`config.mk`:
```
export PLATFORM = sky130hd
export DESIGN_NAME = bcd_xs3_serial
export DESIGN_NICKNAME = d
export VERILOG_FILES = /design/src/rtl/bcd_xs3_pkg.sv /design/src/rtl/bcd_xs3_mealy_core.sv /design/src/rtl/bcd_xs3_moore_core.sv /design/src/rtl/bcd_xs3_serial.sv
export SDC_FILE = /design/constraint.sdc
export NUM_CORES = 1
export LEC_CHECK = 0
export CORE_AREA = 3 3 40 42
export DETAILED_ROUTE_END_ITERATION = 12
export DIE_AREA = 0 0 43 45
export GPL_TIMING_DRIVEN = 0
export PLACE_DENSITY = 0.3
export SLEW_MARGIN = 5
export SYNTH_ARGS = -nofsm -noshare
export SYNTH_HDL_FRONTEND = slang
export SYNTH_SLANG_ARGS = --single-unit
```
`constraint.sdc`:
```
create_clock -name clk -period 1.2 [get_ports clk]
set_clock_uncertainty 0.05 [all_clocks]
set_input_delay 0.18 -clock clk [delete_from_list [all_inputs] [get_ports clk]]
set_output_delay 0.18 -clock clk [all_outputs]
set_load 0.1 [all_outputs]
```
`src/rtl/bcd_xs3_pkg.sv`:
```
package bcd_xs3_pkg;

  localparam int XS3_DIGIT_W = 4;
  localparam logic [XS3_DIGIT_W-1:0] XS3_OFFSET = 4'd3;

  // Moore state register, 4-bit encoding; start doubles as the end-of-digit
  // state that emits 0.
  typedef enum logic [3:0] {
    MS_START = 4'b0010,
    MS_P1O1  = 4'b0111,
    MS_P1O0  = 4'b0011,
    MS_P2A   = 4'b0110,
    MS_P2B   = 4'b0101,
    MS_P2C   = 4'b0001,
    MS_P3A   = 4'b1010,
    MS_P3B   = 4'b1011,
    MS_P3C   = 4'b1001,
    MS_END1  = 4'b0100
  } moore_st_e;

  function automatic logic moore_out(moore_st_e s);
    case (s)
      MS_P1O1, MS_P2A, MS_P2C, MS_P3B, MS_END1: moore_out = 1'b1;
      default:                                   moore_out = 1'b0;
    endcase
  endfunction

  function automatic moore_st_e moore_next(moore_st_e s, logic x);
    case (s)
      MS_START, MS_END1: moore_next = x ? MS_P1O0 : MS_P1O1;
      MS_P1O1:           moore_next = x ? MS_P2B  : MS_P2A;
      MS_P1O0:           moore_next = x ? MS_P2C  : MS_P2B;
      MS_P2A:            moore_next = x ? MS_P3B  : MS_P3A;
      MS_P2B, MS_P2C:    moore_next = x ? MS_P3C  : MS_P3B;
      MS_P3A, MS_P3B:    moore_next = x ? MS_END1 : MS_START;
      MS_P3C:            moore_next = MS_END1;  // a 1 here is not BCD; stay aligned
      default:           moore_next = MS_START;
    endcase
  endfunction

endpackage

```
`src/rtl/bcd_xs3_mealy_core.sv`:
```
module bcd_xs3_mealy_core
  import bcd_xs3_pkg::*;
#(
  parameter int DIGIT_W = XS3_DIGIT_W,
  parameter logic [DIGIT_W-1:0] OFFSET = XS3_OFFSET
) (
  input  logic clk,
  input  logic rst,
  input  logic din,
  output logic dout
);
  localparam int POS_W = (DIGIT_W > 1) ? $clog2(DIGIT_W) : 1;
  localparam logic [POS_W-1:0] LAST_POS = POS_W'(DIGIT_W - 1);

  logic [POS_W-1:0] pos_q;
  logic             carry_q;
  logic             k_bit;
  logic             carry_d;

  assign k_bit   = OFFSET[pos_q];
  assign dout    = din ^ k_bit ^ carry_q;
  assign carry_d = (pos_q == LAST_POS) ? 1'b0
                 : ((din & k_bit) | (din & carry_q) | (k_bit & carry_q));

  always_ff @(posedge clk) begin
    if (rst) begin
      pos_q   <= '0;
      carry_q <= 1'b0;
    end else begin
      pos_q   <= (pos_q == LAST_POS) ? '0 : pos_q + 1'b1;
      carry_q <= carry_d;
    end
  end

  // reset leaves the adder at bit 0 with no carry pending
  a_r4_mealy_reset_start: assert property (@(posedge clk) disable iff (rst)
    $past(rst) |-> (pos_q == '0 && carry_q == 1'b0));

  // after the last bit of a digit the next bit is bit 0 with no carry
  a_r1_mealy_digit_wrap: assert property (@(posedge clk) disable iff (rst)
    (pos_q == LAST_POS) |=> (pos_q == '0 && carry_q == 1'b0));

endmodule

```
`src/rtl/bcd_xs3_moore_core.sv`:
```
module bcd_xs3_moore_core
  import bcd_xs3_pkg::*;
(
  input  logic clk,
  input  logic rst,
  input  logic din,
  output logic dout
);
  moore_st_e state_q;
  moore_st_e state_d;
  logic      dout_q;

  assign state_d = moore_next(state_q, din);
  assign dout    = dout_q;

  always_ff @(posedge clk) begin
    if (rst) begin
      state_q <= MS_START;
      dout_q  <= 1'b0;
    end else begin
      state_q <= state_d;
      dout_q  <= moore_out(state_d);
    end
  end

  // reset gives start state and a low output
  a_r4_moore_reset_low: assert property (@(posedge clk) disable iff (rst)
    $past(rst) |-> (dout == 1'b0 && state_q == MS_START));

  // a 1 after three ones is absorbed into the end-of-digit state
  a_r6_moore_bad_bit: assert property (@(posedge clk) disable iff (rst)
    (state_q == MS_P3C && din) |=> (state_q == MS_END1 && dout == 1'b1));

  // the fourth bit of every digit lands in one of the end states
  a_r1_moore_digit_end: assert property (@(posedge clk) disable iff (rst)
    (state_q == MS_P3A || state_q == MS_P3B || state_q == MS_P3C)
      |=> (state_q == MS_START || state_q == MS_END1));

endmodule

```
`src/rtl/bcd_xs3_serial.sv`:
```
module bcd_xs3_serial #(
  parameter bit USE_MOORE = 1'b0
) (
  input  logic clk,
  input  logic rst,
  input  logic din,
  output logic dout
);
  generate
    if (USE_MOORE) begin : g_moore
      bcd_xs3_moore_core u_core (
        .clk (clk),
        .rst (rst),
        .din (din),
        .dout(dout)
      );
    end else begin : g_mealy
      bcd_xs3_mealy_core u_core (
        .clk (clk),
        .rst (rst),
        .din (din),
        .dout(dout)
      );
    end
  endgenerate
endmodule

```
# After elaboration in Yosys (flattened, before gate mapping)
# Index checks and enable logic that the tools add are counted.
totals:
  word_cells: 15
  output_inout_bits: 1
  register_bits: 3
  input_bits: 3
op_classes:
  order_cmp: 1
  bitwise: 7
  addsub: 1
  eq_ne: 1
  mux: 2
  reduce_logical: 1
op_table:
  columns: ["op", "count"]
  rows:
  - ["$and A1 B1 Y1", 3]
  - ["$lt A2 B3 Y1 const B", 1]
  - ["$add A2 B1 Y2 const B", 1]
  - ["$bmux W1 S2", 1]
  - ["$eq A2 B2 Y1 const B", 1]
  - ["$or A1 B1 Y1", 2]
  - ["$reduce_or A2 Y1", 1]
  - ["$xor A1 B1 Y1", 2]
  - ["$mux W1", 1]

# Depth between registers and ports, before layout
# Gate-level depths: netlist of the first run.
depth:
  word_depth: 5
  ltp_mapped: 3

# Worst setup path before layout of the first run
# OpenSTA, ideal clock, no wires.
synth_path:
  kind: "reg2out"
  startpoint: "register g_mealy.u_core.carry_q"
  endpoint: "output dout"
  required_ps: 970
  t_arrival_ps: 1365
  path_stages_with_launch: 4
  setup_slack_ps: -395
  path_cell_list: "dfxtp_1 inv_1 fa_1 inv_1"
synth_via:
  elab_chain_cells: 1
synth_lines:
  columns: ["element", "line_no", "source"]
  rows:
  - ["from (decl)", "bcd_xs3_mealy_core.sv:16", "logic carry_q;"]
  - ["from (signal assigned)", "bcd_xs3_mealy_core.sv:31", "carry_q <= carry_d;"]
  - ["$xor A1 B1 Y1", "bcd_xs3_mealy_core.sv:21", "assign dout = din ^ k_bit ^ carry_q;"]
  - ["to (decl)", "bcd_xs3_serial.sv:7", "output logic dout"]
# No other way between the ends.

# Worst setup path after layout of the first run
layout_path:
  startpoint: "register g_mealy.u_core.pos_q[1]"
  endpoint: "output dout"
layout_via:
  elab_chain_cells: 4
layout_lines:
  columns: ["element", "line_no", "source"]
  rows:
  - ["from (decl)", "bcd_xs3_mealy_core.sv:15", "logic [POS_W-1:0] pos_q;"]
  - ["from (signal assigned)", "bcd_xs3_mealy_core.sv:30", "pos_q <= (pos_q == LAST_POS) ? '0 : pos_q + 1'b1;"]
  - ["$bmux W1 S2", "bcd_xs3_mealy_core.sv:20", "assign k_bit = OFFSET[pos_q];"]
  - ["$mux W1 (implied by the code)", "bcd_xs3_mealy_core.sv:20", null]
  - ["$xor A1 B1 Y1 (2 in series)", "bcd_xs3_mealy_core.sv:21", null]
# No other way between the ends. The select of a mux whose other input is x is not followed.

==> results of run 1 <==
## timing repair
action	4_1_cts	5_1_grt
gates resized for setup	10	2
gates cloned	0	0
setup endpoints to repair	1	1
pin swaps	1	1
## layout make-up
cell class              count  share of cell area
flip-flops and latches      3               0.289
repair buffers              3               0.179
multi-input cells           5               0.254
well taps                  15              0.0867
clock buffers               4               0.121
inverters                   3              0.0694
## worst min path at each step
stage                                  startpoint                      end  slack, ns  cells after the start
after detailed placement  g_mealy.u_core.pos_q[0]  g_mealy.u_core.pos_q[0]       0.38                      1
after global routing      g_mealy.u_core.pos_q[0]  g_mealy.u_core.pos_q[0]       0.40                      1
after CTS                 g_mealy.u_core.pos_q[0]  g_mealy.u_core.pos_q[0]       0.38                      1
after floorplan                               rst  g_mealy.u_core.pos_q[1]       0.19                      1
final                     g_mealy.u_core.pos_q[0]  g_mealy.u_core.pos_q[0]       0.39                      1
after global placement    g_mealy.u_core.pos_q[0]  g_mealy.u_core.pos_q[0]       0.37                      1
## sequential cells by signal, indices dropped and copies added, names as in the netlist
register / count
g_mealy.u_core.carry_q: 1
g_mealy.u_core.pos_q: 2
## cell families after synthesis
| group | after synthesis |
|---|---|
| DFF | 3 |
| and+or+nand+nor | 3 |
| buffers and inverters | 3 |
| adders and majority gates | 2 |
## critical path, delay by kind of cell, from the launching register on
family	cells	cell delay [ns]
DFF	1	0.32
buffers and inverters	2	0.28
adders and majority gates	1	0.55
## per-layer routing
layer | vias up | track usage | routed length, microns
met5 | - | 0 | 0
met1 | 41 | 0.0193 | 82
li1 | 48 | - | -
met4 | 0 | 0.0181 | 0
met3 | 0 | 0.0518 | 31
met2 | 5 | 0.0299 | 71
## cell usage after synthesis
cell type,instances
dfxtp_1,3
fa_1,1
ha_1,1
inv_1,3
nor3_1,2
nor3b_2,1
## through the flow
stage / util / power, mW / instance area (sq um) / hold slack (ns)
6_report: 0.168 / 0.484 / 216 / 0.390
5_1_grt: 0.168 / 0.514 / 216 / 0.398
4_1_cts: 0.167 / 0.495 / 215 / 0.384
3_5_place_dp: 0.140 / 0.279 / 180 / 0.379
3_3_place_gp: 0.140 / 0.281 / 180 / 0.373
2_1_floorplan: - / 0.246 / 131 / 0.193
## power by group through the flow
stage,combinational (mW),clock [mW],sequential [mW]
6_report,0.183,0.176,0.124
5_1_grt,0.195,0.194,0.124
4_1_cts,0.185,0.189,0.122
3_5_place_dp,0.155,0,0.123
3_3_place_gp,0.157,0,0.124
2_1_floorplan,0.124,0,0.122
==> results.toml, run 1 <==
[run_status]
status = "complete, but fails checks"
violations = "setup timing"

[sta]
period_share = 1.34
clock.fmax_mhz = 622
drv_slew = 0
fin_ws_ns = -0.409
final-hold-violation-count = 0
slew_headroom = 0.915
finalCriticalPeriod_ns = 1.61
rsz0062_at_grt = "true"
setup-tns-final_ns = -0.409
tightest_slew_ns = 0.126
report.final.setup_viol = 1

[worst_setup_path]
crit_fanout = 2
arrival_ns = 1.38
cp-end-kind = "primary output"
startpoint = "g_mealy.u_core.pos_q[1]"
worst_r2r_path_depth = 2
start_kind = "register"
cp_data_required_time_ns = 0.97
critPathSlowestCell = "fa_1"
reg2reg_slack_ns = 0.20
slowest_delay_ns = 0.55
crit_path_end = "dout"
path_class = "reg -> out"
r2r_end = "g_mealy.u_core.carry_q"
path_cells = "fa_1 -> clkinvlp_4 -> buf_12"
r2r_start = "g_mealy.u_core.pos_q[1]"

[detailed_routing]
drt_wl_total_microns = 185
antenna_left = 0
via_count = 94
drtPass1Iterations = 1
vias_per_cell = 2.85
post_drt_wl_per_cell_microns = 5.61
first_iter_violations = 0
drc = 0

[layout]
final_common_cell = "clkbuf_4"
diodes = 0
multi_input_area_sq_um = 55.1
layout_common_cells = "clkbuf_4 (3), nor3_1 (2), dfxtp_2 (2)"
final_cell_count_no_fill = 33
fillers = 145
seqCellArea_sq_um = 62.6
area_growth_pct = 71.3
drive_gt1_frac = 0.500
nNetsFinal = 24

[logic_synthesis]
synth_nets = 16
synthAdderAreaFrac = 0.257
yosysTopAreaCell = "dfxtp_1"
yosysSeqAreaShare = 0.475
syn_inst = 11
yosysTopAreaCellShare = 0.475
synth_cell_types = 6
synthSimpleGateAreaFrac = 0.178
ys_ff_latch = 3
yosys-top-cells-area = "dfxtp_1 (48%), fa_1 (16%), ha_1 (9.9%), nor3b_2 (9.9%), inv_1 (8.9%)"
netlist_area_sq_um = 126
synth_top_family_by_area = "adder cells"
syn_area_per_cell_sq_um = 11.5
yosysWarningCount = 0
synth_xor_area_frac = 0
synth-compound-area-share = 0
muxShareOfSynthArea = 0

[pwr]
p_leak_nw = 0.0909
pwr-share-comb = 0.379
p_per_area_mw_per_mm2 = 2230
p_seq_frac = 0.256
ir_worst_vdd_uv = 300
p_int_uw = 311
switchingPower_uw = 173
switching_share = 0.358
power.share.clock = 0.365

[grt]
grt_max_degree = 4
grt_overflow = 0
grtUsageTotal = 0.0283
grt_pass1_vias = 98
grt_pass1_wl_microns = 317
antenna_found_initial = 0

[clocking]
cts.htree.levels = 1
hold_buffers = 0
clkSlewWorstSetupHoldPaths_ns = 0.04
cts.path.max_buffers = 2
clkSinkCount = 3
root_buffer = "clkbuf_4"
cts_buffers = 3
cts_tree = "yes"
clk_latency_ns = 0.23
postCtsSetupRepairBufs = 0

[floorplan]
rows = 13
design.core.area_sq_mm = 0.00128
dieWidth_microns = 43
initial_utilization = 0.0983
ios = 4
die-area_sq_mm = 0.00194
die_h_microns = 45

[placed_design]
pre_cts_slack_ns = -1.44
gp_congestion = 0.594
io_buffers = 3
dpl.cell_count = 29
hpwl_microns = 139

[worst_hold_path]
hp-class = "reg -> reg"

[flow_run]
cap_violations = 0
Note: power is estimated with default switching activity, not from simulation.
==> inputs of run 2 (changes only) <==
--- a/config.mk
+++ b/config.mk
@@ -8,8 +8,9 @@
 export CORE_AREA = 3 3 40 42
 export DETAILED_ROUTE_END_ITERATION = 12
 export DIE_AREA = 0 0 43 45
-export GPL_TIMING_DRIVEN = 0
+export MAX_ROUTING_LAYER = met4
 export PLACE_DENSITY = 0.3
+export SKIP_LAST_GASP = 1
 export SLEW_MARGIN = 5
 export SYNTH_ARGS = -nofsm -noshare
 export SYNTH_HDL_FRONTEND = slang
==> results.toml, run 2 (synthesized netlist as in run 1, its figures left out) <==
[run_status]
status = "complete, but fails checks"
violations = "setup timing"

[sta]
final-hold-violation-count = 0
rsz0062_at_grt = "true"
hold_ws_ns = 0.379
period_share = 1.34
finalCriticalPeriod_ns = 1.61
slew_headroom = 0.898
report.final.setup_viol = 1
clock.fmax_mhz = 621
fin_ws_ns = -0.410
setup-tns-final_ns = -0.410
tightest_slew_ns = 0.151
drv_slew = 0

[placed_design]
pre_cts_slack_ns = -0.573
dpl.cell_count = 29
gp_congestion = 0.580
hpwl_microns = 152
io_buffers = 3

[grt]
antenna_found_initial = 0
grt_pass1_wl_microns = 338
grtUsageTotal = 0.0334
grt_pass1_vias = 93
grt_max_degree = 4
grt_overflow = 0

[clocking]
cts_buffers = 3
clk_latency_ns = 0.23
cts.path.max_buffers = 2
postCtsSetupRepairBufs = 0
root_buffer = "clkbuf_4"
clkSlewWorstSetupHoldPaths_ns = 0.03
cts.htree.levels = 1
clkSinkCount = 3
cts_tree = "yes"

[worst_setup_path]
worst_r2r_path_depth = 2
crit_cells = 3
slowest_delay_ns = 0.55
r2r_end = "g_mealy.u_core.carry_q"
reg2reg_slack_ns = 0.18
cp_data_required_time_ns = 0.97
crit_fanout = 2
cp.buffers_inverters = 2
cp-end-kind = "primary output"
path_class = "reg -> out"
start_kind = "register"
critPathSlowestCell = "fa_1"
crit_family = "adder cells"
path_cells = "fa_1 -> clkinvlp_4 -> buf_12"
arrival_ns = 1.38
r2r_start = "g_mealy.u_core.pos_q[1]"

[layout]
final_common_cell = "clkbuf_4"
final_cell_count_no_fill = 33
regMostFlops = "g_mealy.u_core.pos_q"
layout_common_cells = "clkbuf_4 (3), nor3_1 (2), dfxtp_2 (2)"
reg_top3 = "g_mealy.u_core.pos_q x2, g_mealy.u_core.carry_q x1"
nNetsFinal = 24
diodes = 0
fillers = 143
largest_register_ffs = 2
drive_gt1_frac = 0.500
area_growth_pct = 71.3

[floorplan]
initial_utilization = 0.0983
die-area_sq_mm = 0.00194
dieWidth_microns = 43
design.core.area_sq_mm = 0.00128
ios = 4
die_h_microns = 45
rows = 13

[detailed_routing]
drc = 0
antenna_left = 0
vias_per_cell = 3.18
first_iter_violations = 0
post_drt_wl_per_cell_microns = 6.64
via_count = 105
drt_wl_total_microns = 219
drtPass1Iterations = 1

[pwr]
p_per_area_mw_per_mm2 = 2240
p_leak_nw = 0.0909
power_uw = 484
ir_worst_vdd_uv = 321

[worst_hold_path]
holdPathStages = 1
min_to = "g_mealy.u_core.pos_q[0]"
hold_path.startpoint = "g_mealy.u_core.pos_q[0]"
hp-class = "reg -> reg"

[flow_run]
cap_violations = 0
-- run 2: how the worst max path moves through the flow --
stage / from / endpoint / slack (ns)
detailed placement: din / dout / -0.57
finish: g_mealy.u_core.pos_q[1] / dout / -0.41
floorplan: g_mealy.u_core.pos_q[1] / dout / -0.30
CTS: g_mealy.u_core.carry_q / dout / -0.48
global placement: din / dout / -0.60
global route: g_mealy.u_core.pos_q[1] / dout / -0.46
-- run 2: cell type report --
type | instances | area, sq um | share of cell area
clock buffer | 4 | 26.3 | 0.121
sequential | 3 | 62.6 | 0.289
timing repair buffer | 3 | 38.8 | 0.179
multi-input combinational | 5 | 55.1 | 0.254
inverter | 3 | 15.0 | 0.0694
tap | 15 | 18.8 | 0.0867
-- run 2: report_power, final --
part           switching [mW]  total (mW)  internal (mW)
clock network          0.0513       0.176          0.125
logic                   0.114       0.185         0.0708
registers             0.00790       0.124          0.116
-- run 2: per-stage QoR --
step                 util  cell area, sq um
finish              0.168               216
global route        0.168               216
CTS                 0.168               216
detailed placement  0.148               190
global placement    0.148               190
floorplan               -               131
-- run 2: what timing repair did --
item                       4_1_cts  5_1_grt
pin swaps                        1        1
hold endpoints to repair         0        0
gates resized for setup          3        0
cloned                           0        0
setup endpoints to repair        1        1
hold buffers                     0        0
-- run 2: worst reg2reg max path, cell delays in order, from the launching register on --
cell and delay, ns:
dfxtp_2 0.32, fa_1 0.38, nor3_1 0.19
-- run 2: metal layers --
metal | track usage | wire [microns] | vias to the layer above
met5 | - | 0 | -
met2 | 0.0240 | 118 | 4
met1 | 0.0217 | 80 | 52
met3 | 0.0398 | 20 | 0
met4 | 0.0723 | 0 | 0
li1 | - | - | 49
==> inputs of run 3 (changes only) <==
--- a/config.mk
+++ b/config.mk
@@ -5,6 +5,8 @@
 export SDC_FILE = /design/constraint.sdc
 export NUM_CORES = 1
 export LEC_CHECK = 0
+export CELL_PAD_IN_SITES_DETAIL_PLACEMENT = 0
+export CELL_PAD_IN_SITES_GLOBAL_PLACEMENT = 1
 export CORE_AREA = 3 3 40 42
 export DETAILED_ROUTE_END_ITERATION = 12
 export DIE_AREA = 0 0 43 45
==> results.toml, run 3 (synthesized netlist as in run 1, its figures left out) <==
[detailed_routing]
antenna_left = 0
highest_layer = "met3"
drt_wl_total_microns = 196
met2WireLength_microns = 96
route.met3.wl_microns = 22
vias_per_cell = 2.73
via_count = 90
drc = 0
post_drt_wl_per_cell_microns = 5.94
drtPass1Iterations = 1
route.layer.met1.wl_microns = 77
first_iter_violations = 0

[layout]
final_cell_count_no_fill = 33
final_area_sq_um = 215
nNetsFinal = 24
diodes = 0
area_growth_pct = 70.3
final_common_cell = "clkbuf_4"
regMostFlops = "g_mealy.u_core.pos_q"
drive_gt1_frac = 0.389
largest_register_ffs = 2
reg_top3 = "g_mealy.u_core.pos_q x2, g_mealy.u_core.carry_q x1"
layout_common_cells = "clkbuf_4 (3), inv_1 (2), nor3_1 (2), dfxtp_1 (2)"

[worst_setup_path]
critPathSlowestCell = "fa_1"
start_kind = "register"
cp.buffers_inverters = 2
cp-end-kind = "primary output"
crit_cells = 3
worst_r2r_path_depth = 2
path_class = "reg -> out"
path_cells = "fa_1 -> clkinvlp_4 -> buf_12"
cp_data_required_time_ns = 0.97
crit_family = "adder cells"
arrival_ns = 1.37
crit_fanout = 2
slowest_delay_ns = 0.55

[run_status]
status = "complete, but fails checks"
violations = "setup timing"

[floorplan]
rows = 13
dieWidth_microns = 43
design.core.area_sq_mm = 0.00128
initial_utilization = 0.0983
die_h_microns = 45
die-area_sq_mm = 0.00194
ios = 4

[pwr]
p_leak_nw = 0.0910
p_per_area_mw_per_mm2 = 2220
ir_worst_vdd_uv = 526

[sta]
finalCriticalPeriod_ns = 1.60
report.final.setup_viol = 1
final-hold-violation-count = 0
rsz0062_at_grt = "true"
drv_slew = 0
clock.fmax_mhz = 625
slew_headroom = 0.909
period_share = 1.33
fin_ws_ns = -0.400
setup-tns-final_ns = -0.400
tightest_slew_ns = 0.136
hold_ws_ns = 0.390

[flow_run]
cap_violations = 0

[placed_design]
pre_cts_slack_ns = -0.578
dpl.cell_count = 29
dpl-instance-area_sq_um = 190
gp_congestion = 0.618
io_buffers = 3

[clocking]
root_buffer = "clkbuf_4"
cts_tree = "yes"
cts_buffers = 3
cts.htree.levels = 1
clkSlewWorstSetupHoldPaths_ns = 0.04
cts.path.max_buffers = 2
hold_buffers = 0
clk_latency_ns = 0.23
clkSinkCount = 3

[grt]
grt_max_degree = 4
grt_pass1_wl_microns = 386
antenna_found_initial = 0
grt_pass1_vias = 106
grtUsageTotal = 0.0352
grt_overflow = 0

[worst_hold_path]
holdPathStages = 1
hp-class = "reg -> reg"
==> run 3: worst paths after layout <==
path / startpoint / to / slack [ns]
worst max-delay path: g_mealy.u_core.pos_q[1] / dout / -0.40
worst min-delay path: g_mealy.u_core.pos_q[0] / g_mealy.u_core.pos_q[0] / 0.39
worst max register to register: g_mealy.u_core.pos_q[1] / g_mealy.u_core.carry_q / 0.20
worst min register to register: g_mealy.u_core.pos_q[0] / g_mealy.u_core.pos_q[0] / 0.39
==> run 3: worst reg2reg max path: cells and delay by family (launching register included) <==
kind | cells | cell delay, ns
fa+ha+maj | 1 | 0.38
flops | 1 | 0.32
simple gates | 1 | 0.18
==> run 3: what timing repair did <==
| item | in CTS | in global routing |
|---|---|---|
| pin swaps | 1 | 1 |
| gates resized for setup | 1 | 0 |
| buffers inserted | 0 | 0 |
| setup endpoints to repair | 1 | 1 |
| gates cloned | 0 | 0 |
==> run 3: per-layer routing <==
layer  track usage  vias up
li1              -       47
met3        0.0279        0
met5             -        -
met4        0.0723        0
met1        0.0291       39
met2        0.0299        4
==> run 3: cell type report <==
| class | instances | area (sq um) |
|---|---|---|
| clock buffer | 4 | 26.3 |
| fill | 145 | 1070 |
| inverter | 3 | 15.0 |
| multi-input combinational | 5 | 55.1 |
| sequential | 3 | 61.3 |
| tap | 15 | 18.8 |
| timing repair buffer | 3 | 38.8 |
==> run 3: where the power goes <==
group,total [mW],internal (mW),switching [mW]
combinational,0.183,0.0701,0.113
clock,0.173,0.124,0.0491
sequential,0.122,0.115,0.00706
==> run 3: metrics by stage <==
step | power, mW | util
final | 0.479 | 0.167
after global routing | 0.512 | 0.167
after CTS | 0.492 | 0.167
after detailed placement | 0.310 | 0.148
after global placement | 0.309 | 0.148
after floorplan | 0.246 | -
